[config.mk]
export PLATFORM = sky130hd
export DESIGN_NAME = bus_hold_arbiter
export DESIGN_NICKNAME = d
export VERILOG_FILES = /design/src/rtl/bus_hold_pkg.sv /design/src/rtl/hold_sync.sv /design/src/rtl/lock_tracker.sv /design/src/rtl/hold_fsm.sv /design/src/rtl/bus_hold_arbiter.sv
export SDC_FILE = /design/constraint.sdc
export NUM_CORES = 1
export LEC_CHECK = 0
export BUFFER_PORTS_ARGS = -buffer_cell sky130_fd_sc_hd__buf_2
export CAP_MARGIN = 20
export CORE_AREA = 2 2 39 41
export CTS_BUF_LIST = sky130_fd_sc_hd__clkbuf_16
export CTS_CLUSTER_SIZE = 14
export DETAILED_ROUTE_END_ITERATION = 6
export DIE_AREA = 0 0 41 43
export PLACE_DENSITY = 0.46
export SLEW_MARGIN = 20
export SYNTH_ARGS = -nofsm -noshare
export SYNTH_HDL_FRONTEND = slang
export SYNTH_SLANG_ARGS = --single-unit
[constraint.sdc]
create_clock -name clk -period 1.6 [get_ports clk]
set_input_delay 0.08 -clock clk [delete_from_list [all_inputs] [get_ports clk]]
set_output_delay 0.08 -clock clk [all_outputs]
set_load 0.005 [all_outputs]
[src/rtl/bus_hold_pkg.sv]
package bus_hold_pkg;
  typedef enum logic [1:0] {
    ST_RUN     = 2'd0,
    ST_FLOAT   = 2'd1,
    ST_HELD    = 2'd2,
    ST_RELEASE = 2'd3
  } hold_state_t;
endpackage

[src/rtl/hold_sync.sv]
module hold_sync #(
  parameter int STAGES = 2
) (
  input  logic clk,
  input  logic rst,
  input  logic async_i,
  output logic sync_o
);
  localparam int LAST = STAGES - 1;
  logic [LAST:0] chain_q;

  generate
    if (STAGES == 1) begin : g_single
      always_ff @(posedge clk) begin
        if (rst) chain_q <= '0;
        else     chain_q <= async_i;
      end
    end else begin : g_multi
      always_ff @(posedge clk) begin
        if (rst) chain_q <= '0;
        else     chain_q <= {chain_q[LAST-1:0], async_i};
      end
    end
  endgenerate

  assign sync_o = chain_q[LAST];
endmodule

[src/rtl/lock_tracker.sv]
module lock_tracker (
  input  logic clk,
  input  logic rst,
  input  logic edge_i,
  input  logic pfx_i,
  input  logic last_i,
  output logic lock_o
);
  logic lock_q;

  always_ff @(posedge clk) begin
    if (rst)                 lock_q <= 1'b0;
    else if (edge_i && pfx_i) lock_q <= 1'b1;
    else if (last_i)         lock_q <= 1'b0;
  end

  assign lock_o = lock_q;

  // the lock opens on a prefixed boundary
  assert_lock_open_R6: assert property (@(posedge clk) disable iff (rst)
    (edge_i && pfx_i) |=> lock_q);

  // the final locked cycle closes the lock
  assert_lock_close_R6: assert property (@(posedge clk) disable iff (rst)
    (last_i && !(edge_i && pfx_i)) |=> !lock_q);
endmodule

[src/rtl/hold_fsm.sv]
module hold_fsm
  import bus_hold_pkg::*;
(
  input  logic clk,
  input  logic rst,
  input  logic req_i,
  input  logic edge_i,
  input  logic pfx_i,
  input  logic lock_i,
  input  logic pwr_i,
  output logic ack_o,
  output logic oe_o,
  output logic go_o
);
  hold_state_t state_q, state_d;
  logic ack_q, oe_q, go_q;
  logic grant_ok;

  assign grant_ok = req_i && edge_i && !pfx_i && !lock_i && !pwr_i;

  always_comb begin
    state_d = state_q;
    unique case (state_q)
      ST_RUN:     if (grant_ok) state_d = ST_FLOAT;
      ST_FLOAT:   state_d = pwr_i ? ST_RELEASE : ST_HELD;
      ST_HELD:    if (!req_i || pwr_i) state_d = ST_RELEASE;
      ST_RELEASE: state_d = ST_RUN;
      default:    state_d = ST_RUN;
    endcase
  end

  always_ff @(posedge clk) begin
    if (rst) begin
      state_q <= ST_RUN;
      ack_q   <= 1'b0;
      oe_q    <= 1'b1;
      go_q    <= 1'b1;
    end else begin
      state_q <= state_d;
      ack_q   <= (state_d == ST_HELD);
      oe_q    <= (state_d == ST_RUN);
      go_q    <= (state_d == ST_RUN);
    end
  end

  assign ack_o = ack_q;
  assign oe_o  = oe_q;
  assign go_o  = go_q;

  // drivers are never enabled while the bus is granted
  assert_no_contention_R3: assert property (@(posedge clk) disable iff (rst)
    ack_q |-> !oe_q);

  // acknowledge rises only after a floated, unacknowledged clock
  assert_float_first_R4: assert property (@(posedge clk) disable iff (rst)
    $rose(ack_q) |-> $past(!oe_q && !ack_q));

  // drivers return only after the acknowledge was already low
  assert_release_order_R5: assert property (@(posedge clk) disable iff (rst)
    $rose(oe_q) |-> $past(!ack_q && !oe_q));

  // no grant is issued while a lock is active
  assert_lock_blocks_R7: assert property (@(posedge clk) disable iff (rst)
    (state_q == ST_RUN && (lock_i || pfx_i)) |=> oe_q);

  // powerdown keeps the acknowledge low
  assert_pwr_no_ack_R8: assert property (@(posedge clk) disable iff (rst)
    pwr_i |=> !ack_q);
endmodule

[src/rtl/bus_hold_arbiter.sv]
module bus_hold_arbiter #(
  parameter int SYNC_STAGES = 2
) (
  input  logic clk,
  input  logic rst,
  input  logic hold_req,
  input  logic insn_edge,
  input  logic lock_pfx,
  input  logic lock_last,
  input  logic pwr_down,
  output logic hold_ack,
  output logic drv_en,
  output logic core_go,
  output logic lock_out
);
  logic req_sync;
  logic lock_act;

  hold_sync #(.STAGES(SYNC_STAGES)) u_sync (
    .clk    (clk),
    .rst    (rst),
    .async_i(hold_req),
    .sync_o (req_sync)
  );

  lock_tracker u_lock (
    .clk   (clk),
    .rst   (rst),
    .edge_i(insn_edge),
    .pfx_i (lock_pfx),
    .last_i(lock_last),
    .lock_o(lock_act)
  );

  hold_fsm u_fsm (
    .clk   (clk),
    .rst   (rst),
    .req_i (req_sync),
    .edge_i(insn_edge),
    .pfx_i (lock_pfx),
    .lock_i(lock_act),
    .pwr_i (pwr_down),
    .ack_o (hold_ack),
    .oe_o  (drv_en),
    .go_o  (core_go)
  );

  assign lock_out = lock_act;
endmodule

# Word level (Yosys, flattened, before mapping)
# Index checks and enable logic that the tools add are counted.
# W data, S select, Z words.
[op_classes]
reduce_logical = 13
eq_ne = 4
muxes = 6
[op_table]
columns = ["operator", "n"]
rows = [
  ["$pmux W2 S4", 1],
  ["$eq A2 B2 Y1 const B", 3],
  ["$logic_and A1 B1 Y1", 5],
  ["$logic_not A1 Y1", 4],
  ["$logic_not A2 Y1", 2],
  ["$mux W2", 2],
  ["$mux W1", 3],
  ["$eq A2 B1 Y1 const B", 1],
  ["$reduce_bool A2 Y1", 1],
  ["$logic_or A1 B1 Y1", 1],
]
[totals]
wordCells = 28
ff_bits = 7
input_bits = 7

# Longest topological paths before layout
# Gate-level depths: netlist (run 1).
[logic_depth]
ltp_word = 7
ltp_mapped = 5
mapped_depth_nobuf = 5

# Cells and area by module
# From an unflattened synthesis (run 1), not the netlist that was laid out.
[unflattened]
cells_unflattened = 31
area_unflattened_um2 = 331.6
[by_module_without_submodules]
columns = ["mod", "seq_area_each_um2", "area_per_inst_um2", "n_inst", "cells_each"]
rows = [
  ["hold_fsm", 80.1, 240.2, 1, 23],
  ["hold_sync", 40.0, 52.6, 1, 4],
  ["lock_tracker", 20.0, 38.8, 1, 4],
]

# Least setup slack after synthesis (run 1)
# OpenSTA, ideal clock, no wires.
[synth_path]
path_kind = "register -> register"
startpoint = "register u_fsm.state_q[0]"
endpoint = "register u_fsm.oe_q, in the netlist u_fsm.oe_o"
stages_incl_launch_ff = 5
path_slack_ps = 389
period_less_slack_ps = 1211
arrival_ps = 1090
path_cell_list = "dfxtp_1 inv_1 ha_1 nor3_1 a221o_1"
[synth_via]
elab_chain_len = 3
elab_cells_between_ends = 8
cone_classes = "eq/ne (3); mux (3); reduce/logical (2)"
[synth_rtl]
columns = ["item", "line", "rtl"]
rows = [
  ["from (decl)", "hold_fsm.sv:15", "hold_state_t state_q, state_d;"],
  ["from (signal assigned)", "hold_fsm.sv:39", "state_q <= state_d;"],
  ["$eq A2 B2 Y1, or another cell as far along", "hold_fsm.sv:23", "unique case (state_q)"],
  ["$pmux W2 S4 (*)", "hold_fsm.sv:23", ""],
  ["via u_fsm.state_d[1]", "hold_fsm.sv:15", ""],
  ["$logic_not A2 Y1 (*)", "hold_fsm.sv:41", "oe_q <= (state_d == ST_RUN);"],
  ["to (signal assigned)", "hold_fsm.sv:41", ""],
  ["to (decl)", "hold_fsm.sv:16", "logic ack_q, oe_q, go_q;"],
]
# Mark *: on every way through the listed nets, which the timed path passes. The rest lies on a longest branch.
# A chain may end at the register's enable or synchronous reset.

# Final worst setup path (run 1)
# Same ends and word-level chain as after synthesis.

==> results of run 1 <==
==> layout by cell type, fill, tap and decap left out, drive strengths merged <==
cell    count
a221o       1
or2b        1
nand2       2
a21boi      1
o21ai       1
clkbuf      3
nor3        1
nor3b       1
buf        10
ha          3
a211o       1
nor2b       3
nor4b       1
a21oi       2
and3b       1
or2         1
inv         4
dfxtp       7
nor2        1
==> metal layers <==
metal,part of all wire,vias up,GRT usage,wire length (um)
met5,0,-,0,0
met4,0.056,0,0.1200,32
met3,0.11,4,0.06283,62
met2,0.34,10,0.09375,196
met1,0.49,106,0.08710,279
li1,-,135,-,-
==> worst max path at each step <==
stage	to	from	cells after the start	slack [ns]
3_5_place_dp	u_fsm.oe_o$_SDFF_PP1_	u_fsm.state_q[0]$_SDFF_PP0_	4	0.32
6_report	u_fsm.oe_o$_SDFF_PP1_	u_fsm.state_q[0]$_SDFF_PP0_	4	0.31
2_1_floorplan	u_fsm.oe_o$_SDFF_PP1_	u_fsm.state_q[0]$_SDFF_PP0_	4	0.39
3_3_place_gp	u_fsm.oe_o$_SDFF_PP1_	u_fsm.state_q[0]$_SDFF_PP0_	4	0.34
5_1_grt	u_fsm.ack_o$_SDFF_PP0_	u_fsm.state_q[0]$_SDFF_PP0_	4	0.24
4_1_cts	u_fsm.oe_o$_SDFF_PP1_	u_fsm.state_q[0]$_SDFF_PP0_	4	0.32
==> synth_stat cells (all sizes together) <==
| library cell | number |
|---|---|
| nor4b | 1 |
| ha | 3 |
| nor2 | 1 |
| buf | 1 |
| nor3b | 1 |
| a221o | 1 |
| a21oi | 2 |
| nor2b | 3 |
| a211o | 1 |
| a21boi | 1 |
| or2b | 1 |
| and3b | 1 |
| nand2 | 2 |
| inv | 3 |
| nor3 | 1 |
| dfxtp | 7 |
| or2 | 1 |
| o21ai | 1 |
==> metrics by stage <==
step,utilization,instance area (um2)
detailed placement,0.2758,381.6
global placement,0.2758,381.6
global route,0.3327,460.4
floorplan,-,319.1
finish,0.3327,460.4
CTS,0.3327,460.4
==> cell type report <==
type	instances	share of cell area
Multi-Input combinational cell	21	0.3478
Sequential cell	7	0.3043
Clock buffer	3	0.1630
Tap cell	16	0.04348
Timing Repair Buffer	10	0.1087
Inverter	3	0.02446
Clock inverter	1	0.008152
==> registers in the layout (all words and copies together) (netlist names) <==
register,count
u_fsm.ack_o,1
u_fsm.oe_o,1
u_fsm.state_q,2
u_lock.lock_o,1
u_sync.chain_q,2
==> cell families (layout without fill, tap and decap cells) <==
family,after synthesis,in the layout,synth area share
and+or+nand+nor,12,12,0.2510
AOI/OAI and AO/OA,6,6,0.1333
DFF,7,7,0.4392
buffers and inverters,4,17,0.05883
adders and majority gates,3,3,0.1177
==> power by group through the flow <==
stage / sequential [mW] / combinational (mW) / clock [mW]
after floorplan: 0.247 / 0.191 / 0
after CTS: 0.245 / 0.248 / 0.431
after global placement: 0.246 / 0.247 / 0
final: 0.244 / 0.247 / 0.423
after global routing: 0.252 / 0.278 / 0.443
after detailed placement: 0.246 / 0.246 / 0
==> impl_metrics.py, run 1 <==
metrics = {
    "routing": {
        "drt-initial-drc-count": 1,
        "routed_via_density": 4.180,
        "antenna_left": 0,
        "drt_wl_total_um": 571,
        "wl_per_cell_um": 9.361,
        "vias": 255,
        "drtPass1Iterations": 2,
        "drc": 0,
    },
    "setup_path": {
        "cp-start-kind": "register",
        "cp.required_ns": 1.72,
        "cp_top_family": "flip-flops",
        "rr_startpoint": "u_fsm.state_q[0]$_SDFF_PP0_",
        "arrival_ns": 1.41,
        "critical_path_class": "reg -> reg",
        "r2r-end": "u_fsm.oe_o$_SDFF_PP1_",
        "crit_chain": "inv_1 -> ha_1 -> nor3_1 -> a221o_1",
        "crit_path_top_delay_cell": "dfxtp_1",
        "r2r_cells": 4,
        "crit_buf_inv": 1,
        "end_kind": "register",
        "slowest_delay_ns": 0.39,
        "r2r_setup_slack_ns": 0.31,
        "crit_fanout": 5,
    },
    "clock_network": {
        "cts_hold_buf": 0,
        "cts_root_buffer": "clkbuf_16",
        "htreeDepth": 1,
        "clk_path_buf_depth": 2,
        "path_clk_slew_ns": 0.04,
        "cts_resized": 0,
        "insertion_delay_ns": 0.23,
        "numCtsBuffers": 3,
        "postCtsSetupBuffers": 0,
        "cts_tree": "yes",
        "cts.sinks": 7,
    },
    "placed_design": {
        "dpl.hpwl_um": 411.7,
        "pre_cts_ws_ns": 0.3232,
        "portBuffers": 10,
        "dpl.cell_count": 57,
        "gp_congestion": 0.6972,
    },
    "die": {
        "start_util": 0.2306,
        "core_area_um2": 1384,
        "fp.dieArea_um2": 1763,
        "rows": 14,
        "fp.dieW_um": 41,
        "ios": 11,
        "fp.dieH_um": 43,
    },
    "yosys": {
        "synth_top_area_share": 0.4392,
        "synth_area_per_cell_um2": 9.971,
        "synth_area_leaders": "dfxtp_1, ha_1, nor2b_1",
        "synthCells": 32,
        "yosysSeqAreaShare": 0.4392,
        "synth_nets": 42,
        "ys_ff_latch": 7,
        "synth_cell_types": 18,
        "syn-cell-area_um2": 319.1,
        "yosys.area.top_type": "dfxtp_1",
        "ys_warn_count": 0,
    },
    "layout": {
        "fin_nets": 56,
        "area_growth_pct": 44.31,
        "seq_area_um2": 140.1,
        "diodes": 0,
        "final_cells": 61,
        "multiInputGateArea_um2": 160.2,
        "drive_gt1_frac": 0.3333,
        "fillers": 139,
    },
    "sta": {
        "tns_ns": 0,
        "report.final.hold_viol_count": 0,
        "finalCritPeriodShare": 0.8054,
        "setup_violations": 0,
        "worstMarginPinSlew_ns": 0.2893,
        "slew_headroom": 0.8066,
        "maxSlewViolCount": 0,
        "finalWorstSetupSlack_ns": 0.3113,
        "fin_crit_ns": 1.289,
        "rsz0062_at_grt": "no",
        "finClkSkew_ns": 0.003802,
        "hold_ws_ns": 0.05949,
        "max_clock_freq_mhz": 776.0,
    },
    "global_route": {
        "grt_pass1_vias": 221,
        "grtUsageTotal": 0.08744,
        "overflow": 0,
        "grt_max_degree": 7,
        "grt_antenna_before_repair": 0,
        "grt_pass1_wl_um": 869,
    },
    "pwr": {
        "clockPowerShare": 0.463,
        "powerDensity_nw_per_um2": 1986,
        "power.total_mw": 0.9146,
        "swShare": 0.2614,
        "intPower_mw": 0.6755,
        "p_leak_nw": 0.2116,
        "pwr-share-comb": 0.270,
        "ir_drop_uv": 500.1,
        "switching_power_mw": 0.2391,
        "pwr-share-seq": 0.267,
    },
    "hold_path": {
        "hold_path_depth": 2,
        "hold_end": "u_sync.chain_q[0]$_SDFF_PP0_",
        "min_from": "hold_req",
        "min_path_type": "in -> reg",
    },
    "outcome": {
        "outcome": "complete, no violations",
    },
    "flow_run": {
        "max_cap_viol_count": 0,
    },
}
Power figures use the tool's default switching activity.
==> run 2, diff against run 1 <==
==> constraint.sdc (replaced) <==
create_clock -name clk -period 1.2 [get_ports clk]
set_input_delay 0.06 -clock clk [delete_from_list [all_inputs] [get_ports clk]]
set_output_delay 0.06 -clock clk [all_outputs]
set_load 0.005 [all_outputs]
==> run 2 against run 1 <==
Against the previous run: register-to-register slack got worse by 0.29 ns; non-clock buffer count is 1 higher; clock-buffer cell count did not move; utilization up 4.2 points; first-iteration DRC count is 100% lower; worst setup slack got worse by 0.29 ns; sequential share of layout area decreased by 2.5 points; via count grew 4.3%; largest cell class unchanged.
==> impl_metrics.py, run 2 (same netlist as run 1, synthesis figures left out) <==
metrics = {
    "layout": {
        "layout_commonest_cell": "buf_2",
        "area_growth_pct": 62.75,
        "fin_nets": 57,
        "final_cell_mix": "buf_2, dfxtp_1, nor2b_1, ha_4, clkbuf_16",
        "diodes": 0,
        "reg_top3": "u_fsm.state_q (2), u_sync.chain_q (2)",
        "drive_gt1_frac": 0.5217,
    },
    "routing": {
        "drt-initial-drc-count": 0,
        "routed_via_density": 4.290,
        "drc": 0,
        "wl_per_cell_um": 9.871,
        "drt_wl_total_um": 612,
        "drtPass1Iterations": 1,
        "vias": 266,
        "antenna_left": 0,
    },
    "setup_path": {
        "critical_path_class": "reg -> reg",
        "r2r_setup_slack_ns": 0.02,
        "cp-startpoint": "u_fsm.state_q[1]$_SDFF_PP0_",
        "end_kind": "register",
        "crit_path_top_delay_cell": "dfxtp_2",
        "crit_chain": "inv_4 -> ha_4 -> a21oi_2 -> or2_1 -> a221o_1",
        "crit_buf_inv": 1,
        "cp-start-kind": "register",
        "r2r_cells": 5,
        "rr_startpoint": "u_fsm.state_q[1]$_SDFF_PP0_",
        "slowest_delay_ns": 0.34,
        "arrival_ns": 1.30,
        "r2r-end": "u_fsm.oe_o$_SDFF_PP1_",
        "crit_fanout": 2,
        "cp.required_ns": 1.32,
        "cp_top_family": "flip-flops",
    },
    "clock_network": {
        "clk_path_buf_depth": 2,
        "cts_tree": "yes",
        "path_clk_slew_ns": 0.04,
        "numCtsBuffers": 3,
        "postCtsSetupBuffers": 0,
        "cts_root_buffer": "clkbuf_16",
        "cts.sinks": 7,
        "insertion_delay_ns": 0.23,
        "htreeDepth": 1,
    },
    "pwr": {
        "swShare": 0.2821,
        "ir_drop_uv": 1002,
        "power.total_mw": 1.377,
        "powerDensity_nw_per_um2": 2653,
        "p_leak_nw": 0.2224,
        "pwr-share-comb": 0.332,
        "intPower_mw": 0.9888,
        "clockPowerShare": 0.409,
        "pwr-share-seq": 0.260,
        "switching_power_mw": 0.3886,
    },
    "global_route": {
        "grt_max_degree": 7,
        "grt_pass1_vias": 222,
        "overflow": 0,
        "grt_antenna_before_repair": 0,
        "grtUsageTotal": 0.09237,
        "grt_pass1_wl_um": 869,
    },
    "sta": {
        "fin_crit_ns": 1.182,
        "slew_headroom": 0.8331,
        "finClkSkew_ns": 0.001681,
        "rsz0062_at_grt": "yes",
        "setup_violations": 0,
        "finalCritPeriodShare": 0.9847,
        "maxSlewViolCount": 0,
        "max_clock_freq_mhz": 846.3,
        "worstMarginPinSlew_ns": 0.2497,
        "report.final.hold_viol_count": 0,
        "tns_ns": 0,
    },
    "die": {
        "fp.dieArea_um2": 1763,
        "ios": 11,
        "rows": 14,
        "core_area_um2": 1384,
        "start_util": 0.2306,
        "fp.dieW_um": 41,
        "fp.dieH_um": 43,
    },
    "hold_path": {
        "hold_end": "u_sync.chain_q[0]$_SDFF_PP0_",
        "hold_path_depth": 2,
        "min_from": "hold_req",
        "min_path_type": "in -> reg",
    },
    "placed_design": {
        "gp_congestion": 0.6439,
        "portBuffers": 10,
    },
    "flow_run": {
        "max_cap_viol_count": 0,
    },
    "outcome": {
        "outcome": "complete, no violations",
    },
}
[run 2: cell types whose count changed in the layout (fill, tap and decap cells not counted)]
| cell | delta |
|---|---|
| ha_1 | -3 |
| ha_4 | +3 |
| dfxtp_1 | -2 |
| inv_1 | -2 |
| inv_4 | +2 |
| a21oi_1 | -1 |
| a21oi_2 | +1 |
| buf_4 | +1 |
| dfxtp_2 | +1 |
| dfxtp_4 | +1 |
[run 2: how the worst max path moves through the flow]
stage | to | slack (ns) | cells past startpoint
6_report | u_fsm.oe_o$_SDFF_PP1_ | 0.02 | 5
2_1_floorplan | u_fsm.oe_o$_SDFF_PP1_ | 0.03 | 5
3_5_place_dp | u_fsm.oe_o$_SDFF_PP1_ | -0.009 | 5
4_1_cts | u_fsm.oe_o$_SDFF_PP1_ | -0.006 | 5
3_3_place_gp | u_fsm.oe_o$_SDFF_PP1_ | 0.004 | 5
5_1_grt | u_fsm.oe_o$_SDFF_PP1_ | -0.02 | 5
[run 2: power by group through the flow]
stage               clock network [mW]  registers, mW  logic, mW
floorplan                            0          0.333      0.254
global placement                     0          0.325      0.360
detailed placement                   0          0.326      0.364
CTS                              0.576          0.329      0.369
global route                     0.595          0.368      0.502
finish                           0.563          0.358      0.457
[run 2: final cells by class]
type                            count  area (um2)
Inverter                            3       16.27
Fill cell                         140       864.6
Clock buffer                        3       75.07
Multi-Input combinational cell     21       201.4
Timing Repair Buffer               11       57.56
Clock inverter                      1       3.754
Tap cell                           16       20.02
Sequential cell                     7       145.1
[run 2: layer usage]
| metal | vias up | GRT usage | routed length [um] |
|---|---|---|---|
| met5 | - | 0 | 0 |
| met4 | 0 | 0.1200 | 37 |
| met3 | 5 | 0.09424 | 66 |
| met2 | 12 | 0.1000 | 245 |
| met1 | 115 | 0.07717 | 264 |
| li1 | 134 | - | - |
[run 2: worst register-to-register path, cell delays in order, from the launching register on]
cell,delay (ns)
dfxtp_2,0.34
inv_4,0.07
ha_4,0.13
a21oi_2,0.05
or2_1,0.20
a221o_1,0.28
[run 2: per-stage QoR]
step | hold WS (ns) | cell area, um2 | util | std cells | setup slack (ns)
5_1_grt | 0.05458 | 519.2 | 0.3752 | 62 | -0.01770
6_report | 0.03730 | 519.2 | 0.3752 | 62 | 0.01838
2_1_floorplan | 0.1291 | 320.3 | - | 32 | 0.02985
3_5_place_dp | 0.2796 | 390.4 | 0.2821 | 58 | -0.008528
3_3_place_gp | 0.2693 | 390.4 | 0.2821 | 58 | 0.003851
4_1_cts | 0.04043 | 473.0 | 0.3418 | 62 | -0.005509
[run 2: repair_timing]
action | CTS | global route
pin swaps | 0 | 2
resized for setup | 3 | 10
hold buffers | 0 | 0
endpoints found under the setup margin | 1 | 3
